## src/rtl/lp_mode_pkg.sv

```systemverilog
package lp_mode_pkg;

  typedef enum logic [2:0] {
    PM_INIT     = 3'd0,
    PM_ACTIVE   = 3'd1,
    PM_STANDBY  = 3'd2,
    PM_PARTIAL  = 3'd3,
    PM_DEEPDOWN = 3'd4
  } pm_state_e;

  function automatic logic pm_is_awake(input pm_state_e s);
    return (s == PM_ACTIVE) || (s == PM_STANDBY);
  endfunction

endpackage

```

## src/rtl/lp_rst_sync.sv

```systemverilog
module lp_rst_sync (
  input  logic clk,
  input  logic rst_n,
  output logic rst_n_sync
);
  logic stage1_q;
  logic stage2_q;

  always_ff @(posedge clk or negedge rst_n) begin
    if (!rst_n) begin
      stage1_q <= 1'b0;
      stage2_q <= 1'b0;
    end else begin
      stage1_q <= 1'b1;
      stage2_q <= stage1_q;
    end
  end

  assign rst_n_sync = stage2_q;
endmodule

```

## src/rtl/lp_us_timer.sv

```systemverilog
module lp_us_timer #(
  parameter int CLK_PER_US = 100,
  parameter int MAX_US     = 150,
  parameter int UW         = $clog2(MAX_US + 1)
) (
  input  logic          clk,
  input  logic          rst_n,
  input  logic          clr,
  output logic [UW-1:0] us_cnt
);
  localparam int CW = (CLK_PER_US > 1) ? $clog2(CLK_PER_US) : 1;
  localparam logic [CW-1:0] CYC_LAST = CW'(CLK_PER_US - 1);
  localparam logic [UW-1:0] US_TOP   = UW'(MAX_US);

  logic [CW-1:0] cyc_q, cyc_d;
  logic [UW-1:0] us_q, us_d;
  logic          cyc_en, us_en, tick;

  assign tick   = (cyc_q == CYC_LAST);
  assign cyc_en = 1'b1;
  assign us_en  = clr || (tick && (us_q != US_TOP));

  always_comb begin
    cyc_d = cyc_q;
    us_d  = us_q;
    if (clr) begin
      cyc_d = '0;
      us_d  = '0;
    end else begin
      cyc_d = tick ? '0 : cyc_q + 1'b1;
      if (tick && (us_q != US_TOP)) us_d = us_q + 1'b1;
    end
  end

  always_ff @(posedge clk or negedge rst_n) begin
    if (!rst_n) begin
      cyc_q <= '0;
      us_q  <= '0;
    end else begin
      if (cyc_en) cyc_q <= cyc_d;
      if (us_en)  us_q  <= us_d;
    end
  end

  assign us_cnt = us_q;

  AST_US_SATURATE: assert property (@(posedge clk) disable iff (!rst_n)
    us_q <= US_TOP);
  AST_US_SINGLE_STEP: assert property (@(posedge clk) disable iff (!rst_n)
    !clr |=> (us_q == $past(us_q)) || (us_q == $past(us_q) + 1'b1));
endmodule

```

## src/rtl/lp_mode_fsm.sv

```systemverilog
module lp_mode_fsm
  import lp_mode_pkg::*;
#(
  parameter int ENTRY_US = 10,
  parameter int INIT_US  = 150,
  parameter int UW       = 8
) (
  input  logic          clk,
  input  logic          rst_n,
  input  logic          sleep_n,
  input  logic          ce_n,
  input  logic          cfg_partial,
  input  logic          sw_cfg_load,
  input  logic [UW-1:0] us_cnt,
  output pm_state_e     state,
  output logic          tmr_clr
);
  localparam logic [UW-1:0] ENTRY_LIM = UW'(ENTRY_US);
  localparam logic [UW-1:0] INIT_LIM  = UW'(INIT_US);

  pm_state_e state_q, state_d;
  logic      lock_q, lock_d, lock_en;
  pm_state_e awake_st;

  assign awake_st = ce_n ? PM_STANDBY : PM_ACTIVE;
  assign lock_en  = sw_cfg_load;
  assign lock_d   = 1'b1;

  always_comb begin
    state_d = state_q;
    unique case (state_q)
      PM_INIT: begin
        if (us_cnt >= INIT_LIM) state_d = awake_st;
      end
      PM_ACTIVE, PM_STANDBY: begin
        if (lock_q && cfg_partial)                  state_d = PM_PARTIAL;
        else if (!sleep_n && (us_cnt >= ENTRY_LIM)) state_d = cfg_partial ? PM_PARTIAL : PM_DEEPDOWN;
        else                                        state_d = awake_st;
      end
      PM_PARTIAL: begin
        if (lock_q) state_d = cfg_partial ? PM_PARTIAL : awake_st;
        else        state_d = sleep_n ? awake_st : PM_PARTIAL;
      end
      PM_DEEPDOWN: begin
        if (sleep_n) state_d = PM_INIT;
      end
      default: state_d = PM_INIT;
    endcase
  end

  always_comb begin
    tmr_clr = (pm_is_awake(state_q) && sleep_n) ||
              ((state_d != state_q) && !(pm_is_awake(state_q) && pm_is_awake(state_d)));
  end

  always_ff @(posedge clk or negedge rst_n) begin
    if (!rst_n) begin
      state_q <= PM_INIT;
      lock_q  <= 1'b0;
    end else begin
      state_q <= state_d;
      if (lock_en) lock_q <= lock_d;
    end
  end

  assign state = state_q;

  AST_NO_EARLY_SLEEP: assert property (@(posedge clk) disable iff (!rst_n)
    (pm_is_awake(state_q) && (us_cnt < ENTRY_LIM) && !(lock_q && cfg_partial))
      |=> !(state_q inside {PM_PARTIAL, PM_DEEPDOWN}));
  AST_ENTRY_MODE_PICK: assert property (@(posedge clk) disable iff (!rst_n)
    (pm_is_awake(state_q) && !sleep_n && !lock_q && (us_cnt >= ENTRY_LIM))
      |=> (state_q == (($past(cfg_partial)) ? PM_PARTIAL : PM_DEEPDOWN)));
  AST_PARTIAL_PIN_EXIT: assert property (@(posedge clk) disable iff (!rst_n)
    (state_q == PM_PARTIAL && sleep_n && !lock_q) |=> pm_is_awake(state_q));
  AST_DEEP_EXIT_INIT: assert property (@(posedge clk) disable iff (!rst_n)
    (state_q == PM_DEEPDOWN && sleep_n) |=> (state_q == PM_INIT));
  AST_INIT_HOLD: assert property (@(posedge clk) disable iff (!rst_n)
    (state_q == PM_INIT && us_cnt < INIT_LIM) |=> (state_q == PM_INIT));
  AST_LOCK_STICKY: assert property (@(posedge clk) disable iff (!rst_n)
    lock_q |=> lock_q);
endmodule

```

## src/rtl/lp_mode_ctrl.sv

```systemverilog
module lp_mode_ctrl
  import lp_mode_pkg::*;
#(
  parameter int CLK_PER_US = 100,
  parameter int ENTRY_US   = 10,
  parameter int INIT_US    = 150
) (
  input  logic       clk,
  input  logic       rst_n,
  input  logic       sleep_req_n,
  input  logic       ce_n,
  input  logic       cfg_partial,
  input  logic       sw_cfg_load,
  output logic [2:0] mode_o,
  output logic       ready_o,
  output logic       access_inhibit_o
);
  localparam int MAX_US = (INIT_US > ENTRY_US) ? INIT_US : ENTRY_US;
  localparam int UW     = $clog2(MAX_US + 1);

  logic          rst_int_n;
  logic          tmr_clr;
  logic [UW-1:0] us_cnt;
  pm_state_e     state;

  lp_rst_sync u_rst_sync (
    .clk        (clk),
    .rst_n      (rst_n),
    .rst_n_sync (rst_int_n)
  );

  lp_us_timer #(.CLK_PER_US(CLK_PER_US), .MAX_US(MAX_US), .UW(UW)) u_timer (
    .clk    (clk),
    .rst_n  (rst_int_n),
    .clr    (tmr_clr),
    .us_cnt (us_cnt)
  );

  lp_mode_fsm #(.ENTRY_US(ENTRY_US), .INIT_US(INIT_US), .UW(UW)) u_fsm (
    .clk         (clk),
    .rst_n       (rst_int_n),
    .sleep_n     (sleep_req_n),
    .ce_n        (ce_n),
    .cfg_partial (cfg_partial),
    .sw_cfg_load (sw_cfg_load),
    .us_cnt      (us_cnt),
    .state       (state),
    .tmr_clr     (tmr_clr)
  );

  assign mode_o           = state;
  assign ready_o          = (state != PM_INIT) && (state != PM_DEEPDOWN);
  assign access_inhibit_o = !pm_is_awake(state);

  AST_DEEP_NOT_READY: assert property (@(posedge clk) disable iff (!rst_int_n)
    ($past(state) == PM_DEEPDOWN && !$past(sleep_req_n)) |-> !ready_o);
endmodule

```

## config.mk

```make
export PLATFORM = sky130hd
export DESIGN_NAME = lp_mode_ctrl
export DESIGN_NICKNAME = d
export VERILOG_FILES = /design/src/rtl/lp_mode_pkg.sv /design/src/rtl/lp_rst_sync.sv /design/src/rtl/lp_us_timer.sv /design/src/rtl/lp_mode_fsm.sv /design/src/rtl/lp_mode_ctrl.sv
export SDC_FILE = /design/constraint.sdc
export NUM_CORES = 1
export LEC_CHECK = 0
export ABC_AREA = 1
export CAP_MARGIN = 15
export CORE_MARGIN = 10
export CORE_UTILIZATION = 52
export DETAILED_ROUTE_END_ITERATION = 6
export GPL_TIMING_DRIVEN = 0
export PLACE_DENSITY = 0.85
export SETUP_SLACK_MARGIN = 0.05
export SYNTH_ARGS = -nofsm -noshare
export SYNTH_HDL_FRONTEND = slang
export SYNTH_HIERARCHICAL = 1
export SYNTH_SLANG_ARGS = --single-unit
export TNS_END_PERCENT = 30
```

## constraint.sdc

```tcl
create_clock -name clk -period 0.8 [get_ports clk]
set_input_delay 0.2 -clock clk [delete_from_list [all_inputs] [get_ports clk]]
set_output_delay 0.2 -clock clk [all_outputs]
set_load 0.02 [all_outputs]
```

==> results of run 1 <==
repair_timing:
| action | CTS | global route |
|---|---|---|
| setup buffers | 15 | 4 |
| setup endpoints to repair | 43 | 43 |
| hold buffers | 0 | 0 |
| cloned | 1 | 0 |
| pin swaps | 9 | 21 |
| gates resized for setup | 35 | 36 |
flip-flops by register name (all words and copies together), names as in the netlist:
name                   cells
u_rst_sync/rst_n_sync      1
u_timer/cyc_q              7
u_rst_sync/stage1_q        1
u_fsm/lock_q               1
u_timer/us_cnt             8
u_fsm/state                3
cells in the mapped netlist, drive strengths merged:
library cell | count | area share (%)
nor2 | 34 | 13
nor3 | 4 | 2.2
o21ai | 4 | 1.7
or2 | 2 | 0.88
inv | 33 | 8.7
nor3b | 2 | 1.1
clkinv | 2 | 0.53
nand3 | 17 | 7.0
nand3b | 2 | 1.9
ha | 3 | 2.6
conb | 1 | 0.26
dfrtp | 21 | 37
a21oi | 1 | 0.61
nand4 | 5 | 2.2
xnor2 | 1 | 0.61
nand2 | 65 | 18
a31o | 1 | 0.61
xor2 | 2 | 1.2
o21bai | 1 | 0.53
cell families after synthesis:
kind of cell	count (synthesis)
flops	21
xor+xnor	3
compound gates	7
buf+inv	35
simple gates	131
other cells	1
fa+ha+maj	3
layout make-up:
| cell class | count | area, sq um |
|---|---|---|
| sequential | 21 | 538 |
| multi-input combinational | 145 | 920 |
| timing repair inverter | 1 | 8.76 |
| fill | 173 | 631 |
| timing repair buffer | 29 | 240 |
| tap | 30 | 37.5 |
| clock buffer | 4 | 26.3 |
| inverter | 35 | 144 |
layer usage:
layer  vias to the layer above  part of all wire [%]  global-route usage, %
met5                         -                     0                      0
li1                        685                     -                      -
met1                       653                    40                   14.2
met2                        37                    51                   21.4
met4                         0                   3.1                   5.16
met3                        12                   5.8                   2.59
through the flow:
step,power [mW],TNS [ns]
after floorplan,3.24,-14.32
after global placement,3.83,-24.24
after detailed placement,3.87,-24.88
after CTS,4.79,-21.16
after global routing,5.90,-22.80
final,5.51,-20.59
worst max-delay path by stage:
stage          cells past startpoint           endpoint  slack [ns]
5_1_grt                           13   u_timer/cyc_q[6]       -1.31
3_3_place_gp                      15   u_timer/cyc_q[6]       -1.34
4_1_cts                           14  u_timer/us_cnt[0]       -1.08
2_1_floorplan                     14  u_timer/us_cnt[4]       -0.92
3_5_place_dp                      15   u_timer/cyc_q[6]       -1.34
6_report                          14  u_timer/us_cnt[4]       -1.21
critical path: cells and delay by family, from the launching register on:
| family | cells | cell delay, ns |
|---|---|---|
| flops | 1 | 0.45 |
| simple gates | 11 | 1.01 |
| buf+inv | 1 | 0.12 |
| compound gates | 2 | 0.36 |
where the power goes:
part           total [mW]  internal, mW  switching, mW
combinational        3.67          1.46           2.20
clock               0.513         0.194          0.319
sequential           1.32          1.17          0.157
==> metrics.txt, run 1 <==
outcome=finished with violations; failing checks=setup timing; period utilisation layout=251%; chip height=~72 um; Final Util=75.2%; placed cell areas=1600 sq um; final worst setup slack=-1.21 ns; drt pass-1 iters=4; share of cells above drive strength 1=39.6%; FF-to-FF Start=u_timer/us_cnt[5]; sequential area share after synthesis=a little under two fifths; clock tree buffer depth=2; DIE AREA=~5200 sq um; Syn-to-layout area delta=34.3%; largest net degree at the start of global routing=20; Mapped Nets=210; slowest stage delay, CP=between 0.4 and 0.5 ns; Ports=11; clk_skew=0.000508 ns; start point of the critical path=u_timer/us_cnt[5]; CTS clk-pin slew, worst paths=0.12 ns; ant diodes=0; Final Routed Wirelength=3390 um; CTS root buf=clkbuf_4; gr ovfl total=0; clk_lat worst skew=0.30 ns; synth unique cells=29; htree depth=1; core area=approximately 2500 sq um; LEAKAGE=0.964 nW; initial antenna violation count=0; DRT iter0 DRCs=79; RePlAce Congestion=about 0.83; Design Area, Final=1910 sq um; most common cell after layout, fill and taps aside=nand2_1; DP Cell Count=241; fmax=0.498 GHz; drt drc=0; Final Hold Vio Count=0; vias in the first global route=1329; Post-Synthesis Cells=around 200; Yosys reg bits=21; cell mode on critical path=nand2_1; RSZ-0062 raised after global routing=true; I/O Buffers=10; Max Cap Viol=0; row cnt=18; Critical Path End Type=flop; TritonCTS buffer count=3; Setup Viol. Count Final=23; Via Count=1387; XOR/XNOR Fraction of Synth Area=1.84%; min cycle time layout=2.01 ns; via/cell ratio=between 5 and 6; Finished Layout Cells=about 270; Slowest-stage cell, CP=dfrtp_2; GRT Overall Usage=12.3%; Synth warnings=6; crit-path max FO=7; CTS tree=built; r2r setup slk=-1.21 ns; CP Launch Type=flop; DP HPWL=between 2000 and 2500 um; HP Class=in -> async; pre-CTS setup slack=-1.34 ns; Initial Util=56.0%; worst endpoint required time=1.04 ns; NumNets Final=245; Post-Syn Area=between 1000 and 1500 sq um; largest family of logic cells by synthesized area=simple AND/OR/NAND/NOR gates; commonest non-fill, non-tap cells in the layout=45 x nand2_1, 27 x inv_1, 23 x nor2_1; CP arrival=2.25 ns; average routed wire per standard cell=12.8 um; Hold WS=~0.045 ns; Peak VDD IR=roughly 2.7 mV; reg2reg end=u_timer/us_cnt[4]; die extent in x=72.4 um; Syn Area/Cell=7.09 sq um; Crit Path Class=reg -> reg; Adder-Cell Fraction of Synth Area=2.63%; clk sinks=21; Slew Viols, Final=0; cells along the critical path=buf_6, o21ai_2, nand2_1, a21oi_2, nand2_4, nand2_2, nand2_1, nor2_1, nand2_1, nand2_2, nand2_8, nor2_8, nand2_2, nand2_1; Detail Route Antenna Nets=0; Pwr Density=roughly 2900 nW/um^2; Synth Area in Simple Gates=~46%; mux cell area share after synthesis=0%; post-synthesis compound-gate area fraction=3.42%; R2R cell count=14; first-pass GRT wire length=about 5500 um
No activity file was read; power rests on OpenSTA's default activity.
==> run 2: changes to the inputs <==
ABC_AREA = default   (was 1)
CORE_UTILIZATION = 51   (was 52)
CTS_CLUSTER_SIZE = 16   (was default)
==> run 2 against run 1 <==
Net effect:
- the flow still finishes with violations (setup timing)
- total power decreased by 9.0%
- final cell count decreased by 28%
- utilization decreased by 5.0 points
- setup slack got worse by 0.25 ns
- critical path type unchanged
- largest power group unchanged
==> metrics.txt, run 2 <==
outcome=finished with violations (unchanged); failing checks=setup timing (unchanged); clk sinks=21 (unchanged); Detail Route Antenna Nets=0 (unchanged); Initial Util=52.3% (was 56.0%); drt pass-1 iters=4 (unchanged); row cnt=18 (unchanged); min cycle time layout=2.26 ns (was 2.01 ns); Yosys reg bits=21 (unchanged); Slew Viols, Final=0 (unchanged); commonest non-fill, non-tap cells in the layout=15 x buf_4, 13 x dfrtp_1, 10 x nor2_1, 10 x nand2_1 (was 45 x nand2_1, 27 x inv_1, 23 x nor2_1); chip height=69.9 um (was 72.4 um); CTS clk-pin slew, worst paths=0.11 ns (was 0.12 ns); largest net degree at the start of global routing=20 (unchanged); period utilisation layout=283% (was 251%); share of cells above drive strength 1=43.8% (was 39.6%); DP HPWL=1910 um (was 2020 um); Post-Synthesis Cells=131 (was 201); htree depth=1 (unchanged); via/cell ratio=5.94 (was 5.23); Post-synth EDFFs=0 (unchanged); pre-CTS setup slack=-1.78 ns (was -1.34 ns); ranking of synthesized cells by area=dfrtp_1 41%, nor2_1 5.6%, xnor2_1 5.5% (was dfrtp_1 37%, nand2_1 16%, inv_1 7.9%); Post-Syn Area=1270 sq um (was 1430 sq um); Final Util=70.2% (was 75.2%); clock share of power=10.4% (was 9.3%); Mapped Nets=140 (was 210); average routed wire per standard cell=16.3 um (was 12.8 um); NumNets Final=172 (was 245); clk_skew=0.00109 ns (was 0.000508 ns); core area=2430 sq um (was 2540 sq um); Via Count=1141 (was 1387); cell taking the most area after synthesis=dfrtp_1 (unchanged); Worst Tran Pin Value=around 0.59 ns; Rel. slew slack=between 50% and 60%; Peak VDD IR=2.14 mV (was 2.70 mV); max FFs per register=8 (unchanged); clk_lat worst skew=0.31 ns (was 0.30 ns); Syn Area/Cell=9.70 sq um (was 7.09 sq um); Syn-to-layout area delta=34.4% (was 34.3%); Pint=2.90 mW (was 2.83 mW); I/O Buffers=10 (unchanged); Ports=11 (unchanged); most common cell after layout, fill and taps aside=buf_4 (was nand2_1); slowest stage delay, CP=0.54 ns (was 0.45 ns); vias in the first global route=1201 (was 1329); Post-synth top cells=21 x dfrtp_1, 19 x nor2_1, 10 x nand2_1, 8 x xnor2_1 (was 62 x nand2_1, 30 x inv_1, 27 x nor2_1, 21 x dfrtp_1, 14 x nand3_1); Synth warnings=6 (unchanged); first-pass GRT wire length=5690 um (was 5480 um); DRT iter0 DRCs=67 (was 79); worst endpoint required time=1.02 ns (was 1.04 ns); ant diodes=0 (unchanged); GRT Overall Usage=13.7% (was 12.3%); sequential area share after synthesis=41.3% (was 36.9%); crit-path max FO=5 (was 7); RSZ-0062 raised after global routing=true (unchanged); drt drc=0 (unchanged); final worst setup slack=-1.46 ns (was -1.21 ns); CP arrival=2.48 ns (was 2.25 ns); LEAKAGE=0.666 nW (was 0.964 nW); Final Hold Vio Count=0 (unchanged); HP Class=in -> async (unchanged); Design Area, Final=1710 sq um (was 1910 sq um); Reg power frac=25.8% (was 24.1%); RePlAce Congestion=0.872 (was 0.829); Final Routed Wirelength=3140 um (was 3390 um); Main synth FF type=dfrtp_1 (unchanged); Finished Layout Cells=192 (was 265); CTS tree=built (unchanged); gr ovfl total=0 (unchanged); synth unique cells=43 (was 29); # fillers=189 (was 173); cells along the critical path=or4b_4, a21oi_4, a211oi_2, o21ai_4, a21oi_2, a311oi_2, buf_4, nor2_1, a31o_1 (was buf_6, o21ai_2, nand2_1, a21oi_2, nand2_4, nand2_2, nand2_1, nor2_1, nand2_1, nand2_2, nand2_8, nor2_8, nand2_2, nand2_1); Slowest-stage cell, CP=or4b_4 (was dfrtp_2); TritonCTS buffer count=3 (unchanged); Crit Path Class=reg -> reg (unchanged); clock tree buffer depth=2 (unchanged); Net Switching=2.11 mW (was 2.68 mW); R2R cell count=9 (was 14); share of total power in combinational logic=63.9% (was 66.6%); Net Sw Frac=42.2% (was 48.7%); CTS root buf=clkbuf_4 (unchanged); Setup Viol. Count Final=23 (unchanged); fmax=0.442 GHz (was 0.498 GHz); placed cell areas=1420 sq um (was 1600 sq um); Max Cap Viol=0 (unchanged); share of the synthesized area in the top cell type=41.3% (was 36.9%); DP Cell Count=171 (was 241); Critical Path End Type=flop (unchanged); DIE AREA=4890 sq um (was 5230 sq um); CP Launch Type=flop (unchanged); asr flop ratio synth=100% (unchanged); most common cell in the netlist=dfrtp_1 (was nand2_1); Pwr Density=2930 nW/um^2 (was 2880 nW/um^2); die extent in x=69.9 um (was 72.4 um); hold buffer count at CTS=0 (unchanged); initial antenna violation count=0 (unchanged)
[run 2: cell count changes after synthesis, moves of 6 or more]
cell,change
a21oi_1,+6
inv_1,-28
nand2_1,-52
nand3_1,-8
nor2_1,-8
xnor2_1,+7
[run 2: power groups by stage]
stage	clock network (mW)	logic [mW]	registers [mW]
after detailed placement	0	1.88	1.39
after global routing	0.571	3.48	1.31
after global placement	0	1.82	1.38
after floorplan	0	1.29	1.40
final	0.519	3.20	1.29
after CTS	0.537	2.86	1.27
[run 2: worst paths after layout]
path,slack (ns),startpoint,end
worst max-delay path,-1.46,u_fsm/state[1],u_timer/us_cnt[0]
max in group asynchronous,0.28,u_rst_sync/rst_n_sync,u_timer/us_cnt[5]
min in group clk,0.37,u_rst_sync/stage1_q,u_rst_sync/rst_n_sync
worst max register to register,-1.46,u_fsm/state[1],u_timer/us_cnt[0]
worst min register to register,0.21,u_rst_sync/rst_n_sync,u_timer/us_cnt[3]
worst min-delay path,0.03,rst_n,u_rst_sync/rst_n_sync
[run 2: per-layer routing]
layer  vias to the layer above  global-route usage [%]  wire [um]  share of wire [%]
li1                        534                       -          -                  -
met3                        11                    2.12        129                4.1
met5                         -                       0          0                  0
met2                        29                    25.1       1690                 54
met4                         0                    7.02         96                3.1
met1                       567                    14.7       1220                 39
[run 2: area by class of cell]
class / count / area (sq um) / area share [%]
Buffer: 3 / 30.0 / 1.76
Clock buffer: 3 / 22.5 / 1.32
Clock inverter: 1 / 5.00 / 0.293
Inverter: 2 / 7.51 / 0.440
Multi-Input combinational cell: 105 / 837 / 49.0
Sequential cell: 21 / 536 / 31.4
Tap cell: 30 / 37.5 / 2.20
Timing Repair Buffer: 27 / 233 / 13.6
[run 2: what timing repair did]
item	in CTS	in global routing
setup buffers	16	1
endpoints found under the hold margin	0	0
resized for setup	56	11
endpoints found under the setup margin	43	24
gates cloned	0	0
pin swaps	14	7
[run 2: kinds of logic after synthesis]
| family | Yosys count | share of synthesized area [%] |
|---|---|---|
| and+or+nand+nor | 61 | 28.9 |
| xor gates and xnor gates | 11 | 7.58 |
| muxes | 1 | 0.787 |
| AOI/OAI and AO/OA | 28 | 15.9 |
| other | 1 | 0.295 |
| adders and majority gates | 3 | 2.95 |
| buffers and inverters | 5 | 2.16 |
| DFF | 21 | 41.3 |
[run 2: per-stage QoR]
stage / setup TNS [ns] / total power, mW / hold WS [ns]
finish: -26.23 / 5.01 / 0.0282
CTS: -25.83 / 4.67 / 0.0233
detailed placement: -30.54 / 3.27 / 0.336
global placement: -28.88 / 3.20 / 0.336
global route: -28.68 / 5.36 / 0.0150
floorplan: -21.65 / 2.69 / -0.0956
[run 2: worst max-delay path: cells and delay by family (launching register included)]
kind / cells / cell delay, ns
buffers and inverters: 1 / 0.20
flip-flops: 1 / 0.46
AO/OA/AOI/OAI: 6 / 0.90
AND/OR/NAND/NOR: 2 / 0.60
